--- config.mk ---
export PLATFORM = sky130hd
export DESIGN_NAME = dual_byte_serializer
export DESIGN_NICKNAME = d
export VERILOG_FILES = /design/src/rtl/dbs_pkg.sv /design/src/rtl/dbs_byte_enc.sv /design/src/rtl/dbs_phase.sv /design/src/rtl/dbs_shift.sv /design/src/rtl/dual_byte_serializer.sv
export SDC_FILE = /design/constraint.sdc
export NUM_CORES = 1
export LEC_CHECK = 0
export BUFFER_PORTS_ARGS = -buffer_cell sky130_fd_sc_hd__buf_2
export CORE_UTILIZATION = 45
export DETAILED_ROUTE_END_ITERATION = 8
export PLACE_DENSITY = 0.73
export SKIP_LAST_GASP = 1
export SLEW_MARGIN = 20
export SYNTH_ARGS = -nofsm -noshare
export SYNTH_HDL_FRONTEND = slang
export SYNTH_SLANG_ARGS = --single-unit
--- constraint.sdc ---
create_clock -name clk -period 4.3 [get_ports clk]
set_input_delay 0.645 -clock clk [delete_from_list [all_inputs] [get_ports clk]]
set_output_delay 0.645 -clock clk [all_outputs]
set_load 0.05 [all_outputs]
--- src/rtl/dbs_pkg.sv ---
package dbs_pkg;

   localparam int unsigned BYTE_BITS = 8;
   localparam int unsigned SYM_BITS  = 10;

   typedef logic [SYM_BITS-1:0] sym_t;

   // Line character that the input register holds after reset (K28.5).
   localparam logic [BYTE_BITS-1:0] IDLE_BYTE = 8'hBC;

endpackage

--- src/rtl/dbs_byte_enc.sv ---
module dbs_byte_enc
   import dbs_pkg::*;
(
   input  logic [BYTE_BITS-1:0] byte_i,
   input  logic                 k_i,
   input  logic                 rd_i,      // 0 = negative, 1 = positive
   output sym_t                 sym_o,     // bit 0 leaves the wire first
   output logic                 rd_o,
   output logic                 k_bad_o
);

   logic [4:0] x_v;
   logic [2:0] y_v;
   logic       k_ok, k28;
   logic       two6, flip6, rd_mid;
   logic [5:0] c6, s6;
   logic       two4, alt7;
   logic [3:0] c4, s4;
   logic [9:0] msb_first;

   always_comb begin
      x_v = byte_i[4:0];
      y_v = byte_i[7:5];

      k_ok = k_i && ((x_v == 5'd28) ||
                     ((y_v == 3'd7) && (x_v == 5'd23 || x_v == 5'd27 ||
                                        x_v == 5'd29 || x_v == 5'd30)));
      k28  = k_ok && (x_v == 5'd28);

      // {has two forms, negative-disparity form as abcdei}
      case (x_v)
         5'd0:  {two6, c6} = {1'b1, 6'b100111};
         5'd1:  {two6, c6} = {1'b1, 6'b011101};
         5'd2:  {two6, c6} = {1'b1, 6'b101101};
         5'd3:  {two6, c6} = {1'b0, 6'b110001};
         5'd4:  {two6, c6} = {1'b1, 6'b110101};
         5'd5:  {two6, c6} = {1'b0, 6'b101001};
         5'd6:  {two6, c6} = {1'b0, 6'b011001};
         5'd7:  {two6, c6} = {1'b1, 6'b111000};
         5'd8:  {two6, c6} = {1'b1, 6'b111001};
         5'd9:  {two6, c6} = {1'b0, 6'b100101};
         5'd10: {two6, c6} = {1'b0, 6'b010101};
         5'd11: {two6, c6} = {1'b0, 6'b110100};
         5'd12: {two6, c6} = {1'b0, 6'b001101};
         5'd13: {two6, c6} = {1'b0, 6'b101100};
         5'd14: {two6, c6} = {1'b0, 6'b011100};
         5'd15: {two6, c6} = {1'b1, 6'b010111};
         5'd16: {two6, c6} = {1'b1, 6'b011011};
         5'd17: {two6, c6} = {1'b0, 6'b100011};
         5'd18: {two6, c6} = {1'b0, 6'b010011};
         5'd19: {two6, c6} = {1'b0, 6'b110010};
         5'd20: {two6, c6} = {1'b0, 6'b001011};
         5'd21: {two6, c6} = {1'b0, 6'b101010};
         5'd22: {two6, c6} = {1'b0, 6'b011010};
         5'd23: {two6, c6} = {1'b1, 6'b111010};
         5'd24: {two6, c6} = {1'b1, 6'b110011};
         5'd25: {two6, c6} = {1'b0, 6'b100110};
         5'd26: {two6, c6} = {1'b0, 6'b010110};
         5'd27: {two6, c6} = {1'b1, 6'b110110};
         5'd28: {two6, c6} = {1'b0, 6'b001110};
         5'd29: {two6, c6} = {1'b1, 6'b101110};
         5'd30: {two6, c6} = {1'b1, 6'b011110};
         default: {two6, c6} = {1'b1, 6'b101011};
      endcase
      if (k28) {two6, c6} = {1'b1, 6'b001111};

      // x.7 data has two balanced forms; every other two-form code is unbalanced
      flip6  = two6 && !((x_v == 5'd7) && !k28);
      s6     = (rd_i && two6) ? ~c6 : c6;
      rd_mid = rd_i ^ flip6;

      alt7 = (y_v == 3'd7) &&
             (k_ok ||
              (!rd_mid && (x_v == 5'd17 || x_v == 5'd18 || x_v == 5'd20)) ||
              ( rd_mid && (x_v == 5'd11 || x_v == 5'd13 || x_v == 5'd14)));

      case (y_v)
         3'd0:    {two4, c4} = {1'b1, 4'b1011};
         3'd1:    {two4, c4} = {1'b0, 4'b1001};
         3'd2:    {two4, c4} = {1'b0, 4'b0101};
         3'd3:    {two4, c4} = {1'b1, 4'b1100};
         3'd4:    {two4, c4} = {1'b1, 4'b1101};
         3'd5:    {two4, c4} = {1'b0, 4'b1010};
         3'd6:    {two4, c4} = {1'b0, 4'b0110};
         default: {two4, c4} = {1'b1, (alt7 ? 4'b0111 : 4'b1110)};
      endcase

      s4 = c4;
      if (two4 && rd_mid)
         s4 = ~c4;
      else if (k28 && !two4 && !rd_mid)
         s4 = ~c4;

      rd_o    = rd_mid ^ (two4 && (y_v != 3'd3));
      k_bad_o = k_i && !k_ok;

      msb_first = {s6, s4};
      for (int i = 0; i < SYM_BITS; i++)
         sym_o[i] = msb_first[SYM_BITS-1-i];
   end

endmodule

--- src/rtl/dbs_phase.sv ---
module dbs_phase #(
   parameter int unsigned WORD_BITS = 20,
   parameter int unsigned ENC_PH    = 14
) (
   input  logic clk,
   input  logic rst_n,
   input  logic bit_en,
   output logic take_o,
   output logic enc_o
);

   localparam int unsigned CW = $clog2(WORD_BITS);
   localparam logic [CW-1:0] LAST  = CW'(WORD_BITS - 1);
   localparam logic [CW-1:0] ENC_V = CW'(ENC_PH);

   logic [CW-1:0] cnt_q;

   always_ff @(posedge clk or negedge rst_n) begin
      if (!rst_n)
         cnt_q <= '0;
      else if (bit_en)
         cnt_q <= (cnt_q == LAST) ? '0 : cnt_q + 1'b1;
   end

   assign take_o = rst_n && (cnt_q == LAST);
   assign enc_o  = (cnt_q == ENC_V);

endmodule

--- src/rtl/dbs_shift.sv ---
module dbs_shift #(
   parameter int unsigned WORD_BITS = 20,
   parameter int unsigned OUT_DLY   = 16
) (
   input  logic                 clk,
   input  logic                 rst_n,
   input  logic                 bit_en,
   input  logic                 load_i,
   input  logic [WORD_BITS-1:0] word_i,
   output logic                 ser_o
);

   logic [WORD_BITS-1:0] sh_q;

   always_ff @(posedge clk or negedge rst_n) begin
      if (!rst_n)
         sh_q <= '0;
      else if (bit_en) begin
         if (load_i)
            sh_q <= word_i;
         else
            sh_q <= {1'b0, sh_q[WORD_BITS-1:1]};
      end
   end

   generate
      if (OUT_DLY == 0) begin : g_direct
         assign ser_o = sh_q[0];
      end else begin : g_retime
         logic [OUT_DLY-1:0] dly_q;
         always_ff @(posedge clk or negedge rst_n) begin
            if (!rst_n)
               dly_q <= '0;
            else if (bit_en) begin
               dly_q[0] <= sh_q[0];
               for (int i = 1; i < OUT_DLY; i++)
                  dly_q[i] <= dly_q[i-1];
            end
         end
         assign ser_o = dly_q[OUT_DLY-1];
      end
   endgenerate

endmodule

--- src/rtl/dual_byte_serializer.sv ---
module dual_byte_serializer
   import dbs_pkg::*;
#(
   parameter int unsigned LANES   = 2,
   parameter int unsigned OUT_DLY = 16,
   parameter int unsigned ENC_PH  = 14
) (
   input  logic                       clk,
   input  logic                       rst_n,
   input  logic                       bit_en,
   input  logic [LANES*BYTE_BITS-1:0] tx_word,
   input  logic [LANES-1:0]           tx_ctl,
   output logic                       word_take,
   output logic                       ser_out,
   output logic                       k_err
);

   localparam int unsigned DATA_W    = LANES * BYTE_BITS;
   localparam int unsigned WORD_BITS = LANES * SYM_BITS;

   generate
      if (LANES < 1 || LANES > 4) begin : g_bad_lanes
         $error("LANES must be 1 to 4");
      end
      if (ENC_PH + 1 >= WORD_BITS) begin : g_bad_phase
         $error("ENC_PH must fall before the last bit of a word");
      end
      if (OUT_DLY > 64) begin : g_bad_dly
         $error("OUT_DLY must not exceed 64");
      end
   endgenerate

   logic                 enc_fire;
   logic [DATA_W-1:0]    word_q;
   logic [LANES-1:0]     ctl_q;
   logic [WORD_BITS-1:0] enc_d, enc_q;
   logic [LANES:0]       rd_chain;
   logic [LANES-1:0]     k_bad;
   logic                 rd_q;

   dbs_phase #(
      .WORD_BITS (WORD_BITS),
      .ENC_PH    (ENC_PH)
   ) u_phase (
      .clk    (clk),
      .rst_n  (rst_n),
      .bit_en (bit_en),
      .take_o (word_take),
      .enc_o  (enc_fire)
   );

   always_ff @(posedge clk or negedge rst_n) begin
      if (!rst_n) begin
         word_q <= {LANES{IDLE_BYTE}};
         ctl_q  <= '1;
      end else if (bit_en && word_take) begin
         word_q <= tx_word;
         ctl_q  <= tx_ctl;
      end
   end

   assign rd_chain[0] = rd_q;

   generate
      for (genvar g = 0; g < LANES; g++) begin : g_lane
         dbs_byte_enc u_enc (
            .byte_i  (word_q[g*BYTE_BITS +: BYTE_BITS]),
            .k_i     (ctl_q[g]),
            .rd_i    (rd_chain[g]),
            .sym_o   (enc_d[g*SYM_BITS +: SYM_BITS]),
            .rd_o    (rd_chain[g+1]),
            .k_bad_o (k_bad[g])
         );
      end
   endgenerate

   always_ff @(posedge clk or negedge rst_n) begin
      if (!rst_n) begin
         enc_q <= '0;
         rd_q  <= 1'b0;
         k_err <= 1'b0;
      end else if (bit_en && enc_fire) begin
         enc_q <= enc_d;
         rd_q  <= rd_chain[LANES];
         if (|k_bad)
            k_err <= 1'b1;
      end
   end

   dbs_shift #(
      .WORD_BITS (WORD_BITS),
      .OUT_DLY   (OUT_DLY)
   ) u_shift (
      .clk    (clk),
      .rst_n  (rst_n),
      .bit_en (bit_en),
      .load_i (word_take),
      .word_i (enc_q),
      .ser_o  (ser_out)
   );

endmodule

==> reports/results.tsv, run 1 <==
metric	value	unit
cts_sinks	81	
grt_overflow	0	
synth_top_area_frac	0.363	
drive_above_1_share	0.206	
root_buffer	clkbuf_8	
wire_per_inst	13.3	µm
antenna_found_initial	0	
n_antenna_cell	0	
maxCapViolations	0	
vias	3342	
start_kind	flop	
crit_path_end_kind	output port	
synth_cell_type_count	56	
total_leakage_power	2.10	nW
worst_skew_pair.late_latency	360	ps
h-tree-depth	3	
fin_nets	534	
postRouteAntennaNets	0	
first_pass_iters	4	
synth_top_cell_by_area	dfrtp_1	
grt_max_degree	82	
rows	37	
fin_worst_skew	5.98	ps
multi_input_area	0.00253	mm²
die_h	105	µm
fillCellCount	974	
hold_viol	0	
place_congestion	0.844	
hold_buffers	0	
grt_pass1_wl	14500	µm
path_class	flop to output port	
syn_inst	487	
crit_chain	ha_1 -> nor4bb_1 -> nand2_1 -> inv_1 -> buf_2	
via_per_inst	5.25	
r2r_start	u_phase.cnt_q[1]$_DFFE_PN0P_	
rr_endpoint	word_q[1]$_DFFE_PN0P_	
synth_area_leaders	dfrtp_1 36%, mux2_2 8.5%, dfstp_2 6.6%, mux2i_1 6.3%, ha_1 4.7%	
dp_slack	1080	ps
cts_tree	built	
setup_viol	0	
cts_made_buffers	9	
start_util	0.463	
clk_pin_slew	90	ps
ys.flop_type	dfrtp_1	
postLayoutCellArea	0.00513	mm²
tightest_slew	743	ps
ir_drop	0.351	mV
drv_slew	0	
relSlewSlack	0.503	
finalCritPeriodShare	0.750	
async_reset_ff_frac	1.00	
finalCriticalPeriod	3220	ps
ios	24	
fin_setup_tns	0	ps
grt_pass1_vias	3147	
regArea	0.00204	mm²
drc	0	
cp.required	3650	ps
core_area	0.0103	mm²
yosysSeqAreaShare	0.429	
grt.total_usage	0.163	
synth-seq-cells	81	
dieArea	0.0110	mm²
max-clock-path-buffers	2	
post_synth.cell_area_avg	9.77	µm²
status	completed	
design_power_total	0.00360	W
dp_hpwl	5850	µm
drtIter0Drc	196	
ys.warnings.count	0	
powerDensity	700	mW/mm²
synth_edf_count	0	
max_freq	310	MHz
r2r_slack	1100	ps
crit_fanout	10	
place_area	0.00494	mm²
syn_nets	526	
rsz0062_at_grt	false	
syn_to_final_growth	7.97	%
post_cts_buffers	0	
cp_slowest_cell	nor4bb_1	
min_path_type	input port to asynchronous set/reset pin	
max_stage_delay	570	ps
wl	8440	µm
finalWorstSetupSlack	1080	ps
port_buffers	23	
arrival	2580	ps
netlist_area	0.00476	mm²
r2r_cells	7	
cts_resized	0	
final_util	0.500	
die_x	105	µm
[kinds of logic after synthesis]
logic type | after synthesis | synth area share
AND/OR/NAND/NOR | 130 | 0.121
AO/OA/AOI/OAI | 110 | 0.137
flip-flops | 81 | 0.429
multiplexers | 67 | 0.152
buffers and inverters | 44 | 0.0381
XOR/XNOR | 36 | 0.0734
adder cells (fa/ha/maj) | 19 | 0.0495
[metrics by stage]
| stage | hold WS (ps) | cells |
|---|---|---|
| 2_1_floorplan | 349 | 487 |
| 3_5_place_dp | 453 | 620 |
| 5_1_grt | 482 | 636 |
| 6_report | 425 | 636 |
| 3_3_place_gp | 450 | 620 |
| 4_1_cts | 482 | 636 |
[cells in the mapped netlist (all sizes together), types with 2 or more instances]
| cell | n |
|---|---|
| a211oi | 5 |
| nor2b | 5 |
| xnor2 | 23 |
| mux2i | 30 |
| and3 | 5 |
| nand2 | 55 |
| clkbuf | 22 |
| xor2 | 13 |
| mux2 | 37 |
| nor3b | 2 |
| a31oi | 4 |
| o21ai | 39 |
| nor2 | 40 |
| dfstp | 12 |
| dfrtp | 69 |
| o22ai | 2 |
| buf | 8 |
| inv | 13 |
| o2111ai | 2 |
| o211ai | 3 |
| nor3 | 6 |
| nand2b | 3 |
| ha | 18 |
| a21oi | 43 |
| nand3 | 7 |
[cells in the final DEF (no fill, tap or decap), types with 3 or more instances in the layout]
cell type and n:
a211oi_1 4, a21oi_1 40, a31oi_1 4, and3_1 5, buf_2 22, buf_4 4, clkbuf_8 9, dfrtp_1 69
dfstp_2 12, ha_1 18, inv_1 13, inv_6 3, mux2_2 36, mux2i_1 30, nand2_1 55, nand2b_1 3
nand3_1 7, nor2_1 40, nor2b_1 5, nor3_1 6, o211ai_1 3, o21ai_0 35, o21ai_1 4, xnor2_1 20
xor2_1 13
[per-layer routing]
| metal | vias to the layer above | part of all wire | track usage |
|---|---|---|---|
| li1 | 1710 | - | - |
| met1 | 1576 | 0.49 | 0.218 |
| met2 | 50 | 0.47 | 0.262 |
| met3 | 6 | 0.029 | 0.0356 |
| met4 | 0 | 0.0095 | 0.0533 |
| met5 | - | 0 | 0 |
[power breakdown]
group	switching [W]	internal [W]
combinational	0.000847	0.000827
sequential	0.000327	0.00107
clock	0.000303	0.000222
total	0.00148	0.00212
[state kept, by name, indices dropped and copies added, names as in the netlist]
| signal | cells |
|---|---|
| enc_q | 20 |
| word_q | 16 |
| k_err | 1 |
| rd_q | 1 |
| u_shift.g_retime.dly_q | 16 |
| ctl_q | 2 |
| u_shift.sh_q | 20 |
| u_phase.cnt_q | 5 |
[cell type report]
class / instances / share of cell area
clock inverters: 7 / 0.0122
multi-input cells: 362 / 0.493
inverters: 14 / 0.0102
repair buffers: 27 / 0.0295
well taps: 136 / 0.0331
flip-flops and latches: 81 / 0.398
clock buffers: 9 / 0.0241
[critical path: cells and delay by family, from the launching register on]
| family | cells | cell delay (ps) |
|---|---|---|
| buf+inv | 2 | 790 |
| flops | 1 | 400 |
| simple gates | 2 | 830 |
| fa+ha+maj | 1 | 210 |
[worst max-delay path by stage]
stage	endpoint	slack [ps]	startpoint	cells past startpoint
finish	word_take	1080	u_phase.cnt_q[1]$_DFFE_PN0P_	5
floorplan	word_take	1720	u_phase.cnt_q[1]$_DFFE_PN0P_	6
global placement	word_q[1]$_DFFE_PN0P_	1300	u_phase.cnt_q[1]$_DFFE_PN0P_	7
detailed placement	word_q[1]$_DFFE_PN0P_	1080	u_phase.cnt_q[1]$_DFFE_PN0P_	7
global route	word_q[1]$_DFFE_PN0P_	800	u_phase.cnt_q[1]$_DFFE_PN0P_	7
CTS	word_take	1040	u_phase.cnt_q[1]$_DFFE_PN0P_	5
(Power assumes the default switching activity.)
==> run 2, diff against run 1 <==
- clock period: 4.3 -> 3.1 ns (I/O delays scaled with it)
==> reports/results.tsv, run 2 (synthesized netlist as in run 1, its figures left out) <==
metric	value	unit
drv_slew	0	
maxCapViolations	0	
worst_skew_pair.late_latency	350	ps
drc	0	
grt.total_usage	0.165	
hold_viol	0	
cts_tree	built	
fillCellCount	969	
regArea	0.00204	mm²
via_per_inst	5.22	
setup_viol	0	
ir_drop	0.642	mV
start_util	0.463	
r2r_cells	11	
crit_family	multiplexers	
hold_buffers	0	
grt_overflow	0	
total_leakage_power	2.13	nW
ios	24	
powerDensity	982	mW/mm²
rows	37	
worst-path-buf-inv	1	
max_freq	349	MHz
core_area	0.0103	mm²
layout_commonest_cell	dfrtp_1	
final_cell_mix	69 x dfrtp_1, 55 x nand2_1, 40 x nor2_1, 40 x a21oi_1, 36 x mux2_2	
r2r_slack	230	ps
max_stage_delay	470	ps
relSlewSlack	0.536	
status	completed	
finalCritPeriodShare	0.925	
grt_max_degree	82	
postRouteAntennaNets	0	
h-tree-depth	3	
port_buffers	23	
tightest_slew	695	ps
min_path_type	input port to asynchronous set/reset pin	
place_congestion	0.869	
die_h	105	µm
stdcell_count	640	
r2r_start	word_q[8]$_DFFE_PN0P_	
rr_endpoint	enc_q[19]$_DFFE_PN0P_	
cp_slowest_cell	dfrtp_1	
multi_input_area	0.00253	mm²
grt_pass1_wl	14800	µm
antenna_found_initial	0	
drive_above_1_share	0.212	
cts_made_buffers	9	
crit_fanout	7	
start_kind	flop	
cp.required	3370	ps
root_buffer	clkbuf_8	
drtIter0Drc	126	
grt_pass1_vias	3155	
wl	8310	µm
cts_resized	0	
fin_setup_tns	0	ps
crit_start	word_q[8]$_DFFE_PN0P_	
post-place-cells	624	
arrival	3140	ps
n_antenna_cell	0	
crit_chain	inv_1 -> ha_1 -> mux2_4 -> mux2i_1 -> a32oi_1 -> xnor2_2 -> xnor2_2 -> mux2i_1 -> a41oi_1 -> xor2_1 -> o21ai_1	
first_pass_iters	4	
path_class	flop to flop	
rsz0062_at_grt	false	
largest_registers	enc_q x20, u_shift.sh_q x20	
fin_nets	538	
die_x	105	µm
crit_path_end_kind	flop	
cts_sinks	81	
finalCriticalPeriod	2870	ps
wire_per_inst	13.0	µm
max-clock-path-buffers	2	
dieArea	0.0110	mm²
syn_to_final_growth	9.42	%
clk_pin_slew	80	ps
vias	3340	
post_cts_buffers	0	
fin_worst_skew	9.57	ps
dp_hpwl	5820	µm
[run 2: through the flow]
step                      total power [W]   util  instance area, µm²  hold slack, ps  setup WS, ps
final                             0.00511  0.506                5200             253           233
after global routing              0.00552  0.506                5200             308          59.0
after CTS                         0.00515  0.506                5200             328           215
after detailed placement          0.00427  0.484                4970             450           276
after global placement            0.00416  0.484                4970             447           463
after floorplan                   0.00383      -                4760             169           590
[run 2: power by group]
part | leakage [nW] | switching (W) | internal (W)
combinational | 1.10 | 0.00120 | 0.00116
clock | 0.106 | 0.000391 | 0.000460
sequential | 0.924 | 0.000410 | 0.00148
[run 2: area by class of cell]
class | count | share of cell area
Clock buffer | 9 | 0.0238
Inverter | 14 | 0.0101
Tap cell | 136 | 0.0327
Clock inverter | 7 | 0.0195
Multi-Input combinational cell | 362 | 0.487
Timing Repair Buffer | 31 | 0.0349
Sequential cell | 81 | 0.392
[run 2: worst max-delay path by stage]
| stage | end | depth (start not counted) |
|---|---|---|
| after floorplan | enc_q[19]$_DFFE_PN0P_ | 11 |
| after global placement | enc_q[19]$_DFFE_PN0P_ | 11 |
| after detailed placement | enc_q[19]$_DFFE_PN0P_ | 11 |
| after CTS | enc_q[19]$_DFFE_PN0P_ | 11 |
| after global routing | enc_q[19]$_DFFE_PN0P_ | 11 |
| final | enc_q[19]$_DFFE_PN0P_ | 11 |
[run 2: metal layers]
metal,up-vias,share of wire,track usage
met2,72,0.47,0.262
met3,8,0.042,0.0437
met4,0,0.011,0.0523
met1,1551,0.48,0.221
met5,-,0,0
li1,1709,-,-
==> run 3, diff against run 2 <==
- CORE_UTILIZATION: 45 -> 62
- PLACE_DENSITY: 0.73 -> 0.92
==> reports/results.tsv, run 3 (synthesized netlist as in run 1, its figures left out) <==
metric	value	unit
setup_viol	0	
place_congestion	0.836	
cts_made_buffers	9	
clk_pin_slew	80	ps
crit_path_end_kind	flop	
drc	0	
rows	31	
port_buffers	23	
final_cell_mix	69 x dfrtp_1, 55 x nand2_1, 40 x nor2_1, 40 x a21oi_1, 36 x mux2_2	
finalCritPeriodShare	0.922	
via_per_inst	5.79	
wire_per_inst	14.8	µm
drtIter0Drc	263	
powerDensity	1000	mW/mm²
max_freq	350	MHz
tightest_slew	776	ps
fin_nets	537	
vias	3486	
finalCriticalPeriod	2860	ps
cp.required	3390	ps
max-clock-path-buffers	2	
first_pass_iters	6	
grt_pass1_vias	3269	
antenna_found_initial	0	
dr_wl_met3	437	µm
worst_skew_pair.late_latency	370	ps
stdcell_count	602	
cts_tree	built	
ir_drop	0.790	mV
path_class	flop to flop	
grt.total_usage	0.245	
grt_pass1_wl	14900	µm
arrival	3150	ps
design_power_total	0.00517	W
syn_to_final_growth	8.55	%
dp_hpwl	6050	µm
die_x	89.6	µm
die_h	89.6	µm
core_area	0.00733	mm²
min_path_type	input port to asynchronous set/reset pin	
postRouteAntennaNets	0	
rsz0062_at_grt	false	
fin_setup_tns	0	ps
maxCapViolations	0	
grt_max_degree	82	
routedLengthMet1	3920	µm
n_antenna_cell	0	
drive_above_1_share	0.211	
grt_overflow	0	
cts_resized	0	
ios	24	
start_util	0.649	
cts_sinks	81	
status	completed	
start_kind	flop	
total_leakage_power	2.14	nW
post-place-cells	585	
relSlewSlack	0.482	
h-tree-depth	3	
post_cts_buffers	0	
drv_slew	0	
layout_commonest_cell	dfrtp_1	
wl_met2	4340	µm
worst_hold_slack	174	ps
highest_layer	met4	
hold_viol	0	
wl	8900	µm
root_buffer	clkbuf_8	
largest_registers	enc_q x20, u_shift.sh_q x20	
dieArea	0.00802	mm²
fin_worst_skew	7.65	ps
crit_fanout	8	
hold_buffers	0	
## run 3: changes by cell type in the layout (fill, tap and decap cells not counted), sizes merged
cell,delta
clkinvlp,-2
buf,-1
clkinv,+3
inv,-2
clkbuf,+1
## run 3: worst max-delay path, stage by stage, from the launching register on
cell and delay [ps]:
dfrtp_1 490, inv_1 150, ha_1 350, inv_1 70, o2111ai_1 370, a21oi_4 140
xnor2_4 180, xnor2_2 260, mux2i_1 280, a41oi_1 180, xor2_1 190, o21ai_1 120
## run 3: area by class of cell
class / instances / area [µm²]
flip-flops and latches: 81 / 2040
fillers: 506 / 2170
clock buffers: 10 / 138
clock inverters: 6 / 91.3
inverters: 14 / 52.6
repair buffers: 30 / 183
multi-input cells: 362 / 2530
well taps: 99 / 124
## run 3: metal layers
metal,track usage,vias up
met5,0,-
met2,0.390,119
met1,0.325,1640
met4,0.130,0
li1,-,1708
met3,0.0384,19
## run 3: through the flow
step | instance area, µm² | util | setup WS, ps
final | 5160 | 0.704 | 243
after global routing | 5160 | 0.704 | 32.9
after CTS | 5140 | 0.701 | 283
after detailed placement | 4910 | 0.670 | 304
after global placement | 4910 | 0.670 | 485
after floorplan | 4760 | - | 590
## run 3: report_power, final
part,switching [W],internal (W)
clock,0.000399,0.000478
combinational,0.00123,0.00116
sequential,0.000423,0.00148
total,0.00205,0.00312
## run 3: worst paths after layout
check                                       from                                    end  slack [ps]  depth (start not counted)
setup / recovery           word_q[0]$_DFFE_PN0P_                  enc_q[19]$_DFFE_PN0P_         240                         11
hold reg to reg                k_err$_DFFE_PN0P_                      k_err$_DFFE_PN0P_         470                          1
setup reg to reg           word_q[0]$_DFFE_PN0P_                  enc_q[19]$_DFFE_PN0P_         240                         11
min in group clk                      tx_word[0]                  word_q[0]$_DFFE_PN0P_         330                          2
hold / removal                             rst_n  u_shift.g_retime.dly_q[0]$_DFFE_PN0P_         170                          2
max in group asynchronous                  rst_n                  enc_q[18]$_DFFE_PN0P_        2350                          3
